<file path="src/rtl/iq_pkg.sv">
package iq_pkg;
    localparam int AGE_W = 8;
    localparam int USR_W = 4;
    localparam int LAT_W = 4;
    localparam int RNK_W = AGE_W + 1;

    typedef enum logic [1:0] {PH_FREE, PH_WAIT, PH_READY, PH_EXEC} phase_e;
    typedef enum logic [2:0] {
        ST_OK    = 3'd0,
        ST_LDQ   = 3'd1,
        ST_STQ   = 3'd2,
        ST_FULL  = 3'd3,
        ST_GROUP = 3'd4
    } disp_st_e;

    typedef logic signed [AGE_W-1:0] age_t;
    typedef logic [USR_W-1:0]        usr_t;
    typedef logic [LAT_W-1:0]        lat_t;
    typedef logic signed [RNK_W-1:0] rank_t;

    typedef struct packed {
        age_t age;
        usr_t users;
        lat_t lat;
        logic urgent;
        logic op_rdy;
        logic mem_clr;
    } disp_t;

    function automatic rank_t rank_of(age_t a, usr_t u);
        rank_t ea, eu;
        ea = {a[AGE_W-1], a};
        eu = {{(RNK_W-USR_W){1'b0}}, u};
        return ea - eu;
    endfunction

    // true when candidate a should be picked over incumbent b
    function automatic logic beats(logic ua, rank_t ra, age_t aa,
                                   logic ub, rank_t rb, age_t ab);
        if (ua != ub) return ua;
        if (ra != rb) return ra < rb;
        return aa < ab;
    endfunction
endpackage

</file>
<file path="src/rtl/iq_admit.sv">
module iq_admit
    import iq_pkg::*;
#(
    parameter int DEPTH = 8,
    localparam int IDX_W = $clog2(DEPTH)
) (
    input  logic [DEPTH-1:0] free_vec,
    input  logic             is_load,
    input  logic             is_store,
    input  logic             ldq_full,
    input  logic             stq_full,
    input  logic             group_stall,
    output disp_st_e         status,
    output logic [IDX_W-1:0] slot
);
    logic any_free;

    always_comb begin
        any_free = |free_vec;
        slot     = '0;
        for (int i = DEPTH - 1; i >= 0; i--) begin
            if (free_vec[i]) slot = IDX_W'(i);
        end
        if (is_load && ldq_full)       status = ST_LDQ;
        else if (is_store && stq_full) status = ST_STQ;
        else if (!any_free)            status = ST_FULL;
        else if (group_stall)          status = ST_GROUP;
        else                           status = ST_OK;
    end
endmodule

</file>
<file path="src/rtl/iq_pick.sv">
module iq_pick
    import iq_pkg::*;
#(
    parameter int DEPTH = 8,
    localparam int IDX_W = $clog2(DEPTH)
) (
    input  logic [DEPTH-1:0] rdy_vec,
    input  logic [DEPTH-1:0] urg_vec,
    input  rank_t            rank_i [DEPTH],
    input  age_t             age_i  [DEPTH],
    output logic             found,
    output logic [IDX_W-1:0] idx
);
    logic  b_urg;
    rank_t b_rank;
    age_t  b_age;

    always_comb begin
        found  = 1'b0;
        idx    = '0;
        b_urg  = 1'b0;
        b_rank = '0;
        b_age  = '0;
        for (int i = 0; i < DEPTH; i++) begin
            if (rdy_vec[i] && (!found ||
                beats(urg_vec[i], rank_i[i], age_i[i], b_urg, b_rank, b_age))) begin
                found  = 1'b1;
                idx    = IDX_W'(i);
                b_urg  = urg_vec[i];
                b_rank = rank_i[i];
                b_age  = age_i[i];
            end
        end
    end
endmodule

</file>
<file path="src/rtl/iq_slot.sv">
module iq_slot
    import iq_pkg::*;
(
    input  logic   clk,
    input  logic   rst,
    input  logic   alloc,
    input  disp_t  alloc_d,
    input  logic   alloc_exec,
    input  logic   wake,
    input  logic   mclr,
    input  logic   issue_sel,
    output phase_e phase,
    output age_t   age,
    output rank_t  rank,
    output logic   urgent,
    output logic   done
);
    disp_t  ent;
    phase_e ph;

    always_ff @(posedge clk) begin
        if (rst) begin
            ph  <= PH_FREE;
            ent <= '0;
        end else if (alloc) begin
            ent <= alloc_d;
            if (alloc_exec)                          ph <= PH_EXEC;
            else if (alloc_d.op_rdy && alloc_d.mem_clr) ph <= PH_READY;
            else                                     ph <= PH_WAIT;
        end else begin
            unique case (ph)
                PH_WAIT: begin
                    ent.op_rdy  <= ent.op_rdy | wake;
                    ent.mem_clr <= ent.mem_clr | mclr;
                    if ((ent.op_rdy | wake) && (ent.mem_clr | mclr)) ph <= PH_READY;
                end
                PH_READY: if (issue_sel) ph <= PH_EXEC;
                PH_EXEC: begin
                    if (ent.lat == '0) ph <= PH_FREE;
                    else               ent.lat <= ent.lat - 1'b1;
                end
                default: ;
            endcase
        end
    end

    assign phase  = ph;
    assign age    = ent.age;
    assign rank   = rank_of(ent.age, ent.users);
    assign urgent = ent.urgent;
    assign done   = (ph == PH_EXEC) && (ent.lat == '0);
endmodule

</file>
<file path="src/rtl/rank_issue_queue.sv">
module rank_issue_queue
    import iq_pkg::*;
#(
    parameter int DEPTH = 8,
    localparam int IDX_W = $clog2(DEPTH)
) (
    input  logic             clk,
    input  logic             rst,
    input  logic             disp_valid,
    input  logic [AGE_W-1:0] disp_age,
    input  logic [USR_W-1:0] disp_users,
    input  logic [LAT_W-1:0] disp_lat,
    input  logic             disp_opnd_rdy,
    input  logic             disp_mem_clr,
    input  logic             disp_is_load,
    input  logic             disp_is_store,
    input  logic             disp_urgent,
    input  logic             ldq_full,
    input  logic             stq_full,
    input  logic             group_stall,
    output logic [2:0]       disp_status,
    output logic             disp_accept,
    output logic [IDX_W-1:0] disp_slot,
    input  logic             wake_valid,
    input  logic [IDX_W-1:0] wake_idx,
    input  logic             mclr_valid,
    input  logic [IDX_W-1:0] mclr_idx,
    input  logic             res_avail,
    output logic             issue_valid,
    output logic [IDX_W-1:0] issue_idx,
    output logic [AGE_W-1:0] issue_age,
    output logic [DEPTH-1:0] done_mask
);
    phase_e           phase  [DEPTH];
    age_t             age_v  [DEPTH];
    rank_t            rank_v [DEPTH];
    logic [DEPTH-1:0] free_vec, occ_vec, rdy_vec, urg_vec;
    disp_st_e         status;
    logic             pick_found, bypass, pool_issue;
    logic [IDX_W-1:0] pick_idx;
    disp_t            new_d;

    iq_admit #(.DEPTH(DEPTH)) u_admit (
        .free_vec(free_vec), .is_load(disp_is_load), .is_store(disp_is_store),
        .ldq_full(ldq_full), .stq_full(stq_full), .group_stall(group_stall),
        .status(status), .slot(disp_slot)
    );

    assign disp_status = status;
    assign disp_accept = disp_valid && (status == ST_OK);
    assign bypass      = disp_accept && disp_opnd_rdy && disp_mem_clr && res_avail
                         && ((disp_lat == '0) || disp_urgent);
    assign pool_issue  = res_avail && pick_found && !bypass;

    assign new_d = '{age: disp_age, users: disp_users, lat: disp_lat,
                     urgent: disp_urgent, op_rdy: disp_opnd_rdy, mem_clr: disp_mem_clr};

    for (genvar i = 0; i < DEPTH; i++) begin : g_slot
        logic dn;
        iq_slot u_slot (
            .clk(clk), .rst(rst),
            .alloc(disp_accept && (disp_slot == IDX_W'(i))),
            .alloc_d(new_d), .alloc_exec(bypass),
            .wake(wake_valid && (wake_idx == IDX_W'(i))),
            .mclr(mclr_valid && (mclr_idx == IDX_W'(i))),
            .issue_sel(pool_issue && (pick_idx == IDX_W'(i))),
            .phase(phase[i]), .age(age_v[i]), .rank(rank_v[i]),
            .urgent(urg_vec[i]), .done(dn)
        );
        assign free_vec[i]  = (phase[i] == PH_FREE);
        assign occ_vec[i]   = !free_vec[i];
        assign rdy_vec[i]   = (phase[i] == PH_READY);
        assign done_mask[i] = dn;
    end

    iq_pick #(.DEPTH(DEPTH)) u_pick (
        .rdy_vec(rdy_vec), .urg_vec(urg_vec), .rank_i(rank_v), .age_i(age_v),
        .found(pick_found), .idx(pick_idx)
    );

    assign issue_valid = bypass || pool_issue;
    assign issue_idx   = bypass ? disp_slot : pick_idx;
    assign issue_age   = bypass ? disp_age  : age_v[pick_idx];
endmodule

</file>
<file path="config.mk">
export PLATFORM = sky130hd
export DESIGN_NAME = rank_issue_queue
export DESIGN_NICKNAME = d
export VERILOG_FILES = /design/src/rtl/iq_pkg.sv /design/src/rtl/iq_admit.sv /design/src/rtl/iq_pick.sv /design/src/rtl/iq_slot.sv /design/src/rtl/rank_issue_queue.sv
export SDC_FILE = /design/constraint.sdc
export NUM_CORES = 1
export LEC_CHECK = 0
export ABC_AREA = 1
export BUFFER_PORTS_ARGS = -buffer_cell sky130_fd_sc_hd__buf_2
export CORE_UTILIZATION = 35
export DETAILED_ROUTE_END_ITERATION = 10
export GPL_TIMING_DRIVEN = 0
export PLACE_DENSITY = 0.55
export SYNTH_ARGS = -nofsm -noshare
export SYNTH_HDL_FRONTEND = slang
export SYNTH_HIERARCHICAL = 1
export SYNTH_SLANG_ARGS = --single-unit
</file>
<file path="constraint.sdc">
create_clock -name clk -period 23.1 [get_ports clk]
set_clock_uncertainty 0.15 [all_clocks]
set_input_delay 3.465 -clock clk [delete_from_list [all_inputs] [get_ports clk]]
set_output_delay 3.465 -clock clk [all_outputs]
set_load 0.005 [all_outputs]
</file>
==> flow_results.org <==
** Die
- Row generation in the floorplan step produced 78 rows.
- Measured along the x axis, the die boundary spans 218.5 um.
- Effective utilization at floorplan :: 35.85%
- Boundary Pins :: 63
- Die area :: 0.04776 mm^2
- Std-Cell Core Area :: 0.04577 mm^2
- Height of the die :: 218.5 um

** STA
- After layout, the worst setup slack is 1.713 ns.
- Shortest clock period the worst path allows after layout :: 21.39 ns
- Setup total negative slack on the finished layout was measured at 0 ns.
- Total of endpoints with negative setup slack in the final report :: 0
- The final max-slew violation count came to 0.
- Worst Hold Slack :: 0.3081 ns
- The hold violation total from the final report was 0.
- The worst pin sits at a relative slew slack of 42.76%.
- Dividing the final minimum period by the clock period gives 92.59%.
- Setup repair after global routing missed its margin :: no
- For this run, the top clock speed supported by timing is 0.04676 GHz.
- Worst Max-Slew Pin Slew :: 0.8585 ns

** Route
- Detailed-route vias per instance :: 4.985
- Initial DRC count :: 1147
- WL per Instance :: 16.06 um
- For this run, design rule violations remaining after detail routing come to 0.
- Antenna Nets Post-Route :: 0
- After detailed routing, the met3 layer carries 2.592 mm of wire.
- Overall via count from detail_route :: 16710
- After detailed routing, the met2 layer carries 23.95 mm of wire.
- Total wire length after detailed routing :: 53.82 mm
- Length of the first detailed-routing pass in iterations :: 5
- Met1 WL :: 25.69 mm
- Highest routed layer :: met4

** Power and ir drop
- Sequential share of power :: 14.1%
- Summed over all cells, the static leakage comes to 0.009503 uW.
- In this run the power density over the cells is 139.4 mW/mm^2.
- Worst vdd ir :: 0.07449 mV
- Combinational cells account for 74.7% of the total power.
- Cell internal power was estimated by the tool at 1129 uW.
- Net switching is 55.14% of the power.
- In this run the power spent charging and discharging nets is 1388 uW.
- The clock network accounts for 11.2% of the total power.

** Outcome
- Status :: finished clean

** CTS
- Library cell used as clock root buffer :: sky130_fd_sc_hd__clkbuf_16
- The number of setup buffers added after CTS is 0.
- Number of buffers added by the clock tree synthesis step :: 17
- For the worst-skew pair, the clock arrives at the later sink with an insertion delay of 0.46 ns.
- No sink is reached through more buffers than the 2 on the longest clock path.
- CTS sink count :: 168
- H-Tree Level Count :: 4
- TritonCTS clock tree :: yes
- CTS clk-pin slew, worst paths :: 0.06 ns

** Setup path
- Among the stages of the critical path, the cell type that occurs most often is sky130_fd_sc_hd__nand2_1.
- Among all stages on the critical path, the largest delay is contributed by sky130_fd_sc_hd__fa_1.
- Data on the critical path is required at its endpoint by 19.49 ns.
- Setup slack on the worst reg-to-reg path comes out at 5.23 ns.
- Dominant delay contributor by cell family on the critical path :: compound AO/OA/AOI/OAI gates
- Crit path arrival time :: 17.77 ns
- By startpoint and endpoint, the worst setup path is classified as reg -> out.
- Counting both buffers and inverters, the worst setup path holds a total of 17.
- STA classifies the critical path startpoint as a register.
- The largest single stage delay on the critical path is 0.41 ns.
- Maximum fanout along the worst path :: 10
- STA classifies the critical path endpoint as an output port.

** Final layout
- The library cell used most frequently in the layout, excluding fill and tap cells, is sky130_fd_sc_hd__nand2_1.
- Once layout is complete, the utilization of the core stands at 39.45%.
- For this run, the post-layout net count is 2976.
- After routing the design area is 0.01806 mm^2.
- The repair_antennas step left the layout with diodes totalling 0.
- The library cells used most frequently in the layout, excluding fill and tap cells, are 842 x sky130_fd_sc_hd__nand2_1, 306 x sky130_fd_sc_hd__inv_1, 289 x sky130_fd_sc_hd__nor2_1.
- Relative to the synthesized area, the layout overhead comes to 10.04%.
- The post-route netlist has 12.03% of its cells at a drive strength greater than 1.

** Synth
- Sequential cells were found to cover 20.49% of the synthesized design area.
- Counting every net in the synthesized netlist gives 2895.
- Post-synthesis area per instance :: 6.172 um^2
- The Yosys step of the flow raised 6 warnings.
- Count of state elements after synthesis :: 168
- Synthesis produced 2659 cells.
- For this run, asynchronously set or reset flops after synthesis account for 0%.
- Main synth FF type :: sky130_fd_sc_hd__dfxtp_1
- Cell Area, Synth :: 0.01641 mm^2
- Count of distinct cell types in the synthesized netlist :: 43
- Counting flops with a built-in enable in the synthesized netlist gives 0.

** Place
- Placed cell area :: 0.01747 mm^2
- OpenSTA, run right after detailed placement, puts the worst setup slack at 0.9343 ns.
- The congestion estimate from routability-driven global placement came to 0.9148.
- IO buf count :: 62
- DP HPWL :: 42.92 mm

** GRT
- Vias in the first global route :: 15310
- First-pass GRT wire length :: 82.64 mm
- Global routing used 22.57% of the available tracks.
- Global route overflow :: 0
- Largest net degree at the start of global routing :: 26
- Initial antenna violation count :: 0

** Worst hold path
- The path class of the tightest hold or removal check is reg -> reg.

** Run
- The tool flagged a number of max-cap violations equal to 0.
## sequential cells by signal (all words and copies together), names as in the netlist
signal	cells
g_slot.u_slot/phase	16
g_slot.u_slot/age	64
g_slot.u_slot/ent	80
g_slot.u_slot/urgent	8
## power by group through the flow
stage,combinational [uW],sequential [uW],clock [uW]
detailed placement,1850,360,0
finish,1880,354,282
floorplan,1330,349,0
global placement,1830,359,0
CTS,1860,354,290
global route,2120,358,300
## through the flow
| stage | instances | total power, uW |
|---|---|---|
| after floorplan | 2659 | 1684 |
| after detailed placement | 3321 | 2212 |
| after CTS | 3352 | 2506 |
| after global routing | 3352 | 2783 |
| final | 3352 | 2516 |
| after global placement | 3321 | 2188 |
## cells in the mapped netlist (11+ instances only)
| library cell | n | area, um^2 |
|---|---|---|
| sky130_fd_sc_hd__o21ai_1 | 49 | 245.2 |
| sky130_fd_sc_hd__buf_2 | 23 | 115.1 |
| sky130_fd_sc_hd__o21ai_0 | 195 | 975.9 |
| sky130_fd_sc_hd__inv_1 | 306 | 1149 |
| sky130_fd_sc_hd__nand4_1 | 26 | 162.7 |
| sky130_fd_sc_hd__a21oi_1 | 123 | 615.6 |
| sky130_fd_sc_hd__buf_4 | 83 | 623.1 |
| sky130_fd_sc_hd__dfxtp_1 | 168 | 3363 |
| sky130_fd_sc_hd__nor2_1 | 289 | 1085 |
| sky130_fd_sc_hd__o21a_1 | 14 | 105.1 |
| sky130_fd_sc_hd__nor2_2 | 20 | 125.1 |
| sky130_fd_sc_hd__nand2_1 | 842 | 3161 |
| sky130_fd_sc_hd__xnor2_1 | 15 | 131.4 |
| sky130_fd_sc_hd__clkbuf_1 | 17 | 63.81 |
| sky130_fd_sc_hd__nand3_2 | 11 | 110.1 |
| sky130_fd_sc_hd__nand3_1 | 118 | 590.6 |
| sky130_fd_sc_hd__o211ai_1 | 16 | 120.1 |
| sky130_fd_sc_hd__nand2_2 | 18 | 112.6 |
| sky130_fd_sc_hd__buf_6 | 16 | 180.2 |
| sky130_fd_sc_hd__ha_1 | 192 | 2402 |
| sky130_fd_sc_hd__inv_2 | 20 | 75.07 |
## worst register-to-register path, delay by kind of cell, from the launching register on
kind | cells | cell delay (ns)
AO/OA/AOI/OAI | 38 | 6.50
adder cells (fa/ha/maj) | 9 | 2.77
flip-flops | 1 | 0.33
AND/OR/NAND/NOR | 62 | 5.48
buffers and inverters | 16 | 2.49
## metal layers
layer	track usage, %	vias to the layer above
met5	0	-
met4	8.555	0
met3	3.118	70
met2	36.05	382
met1	30.56	7657
li1	-	8601
## layout make-up
type | count | area [um^2]
fillers | 5001 | 27710
multi-input cells | 2009 | 10700
flip-flops and latches | 168 | 3363
inverters | 335 | 1277
plain buffers | 147 | 1105
well taps | 600 | 750.7
clock buffers | 22 | 464.2
repair buffers | 62 | 310.3
clock inverters | 9 | 92.59
## logic make-up (layout without fill, tap and decap cells)
group                      Yosys count  in the layout  synth area share, %
and+or+nand+nor                   1341           1341                33.46
buffers and inverters              482            575                14.38
AOI/OAI and AO/OA                  443            443                14.71
adders and majority gates          200            200                15.61
DFF                                168            168                20.49
xor gates and xnor gates            25             25                1.334
## final timing paths
path / to / from / cells after the start
hold reg to reg: g_slot[0].u_slot/ent[4] / g_slot[0].u_slot/ent[4] / 2
setup reg to reg: g_slot[7].u_slot/phase[1] / g_slot[0].u_slot/age[0] / 125
setup / recovery: issue_age[5] / g_slot[0].u_slot/age[0] / 124
hold / removal: g_slot[0].u_slot/ent[4] / g_slot[0].u_slot/ent[4] / 2
## what timing repair did
action,CTS,global route
gates resized for setup,0,49
endpoints found under the setup margin,0,12
endpoints found under the hold margin,0,0
hold buffers,0,0
No activity file was read; power rests on OpenSTA's default activity.
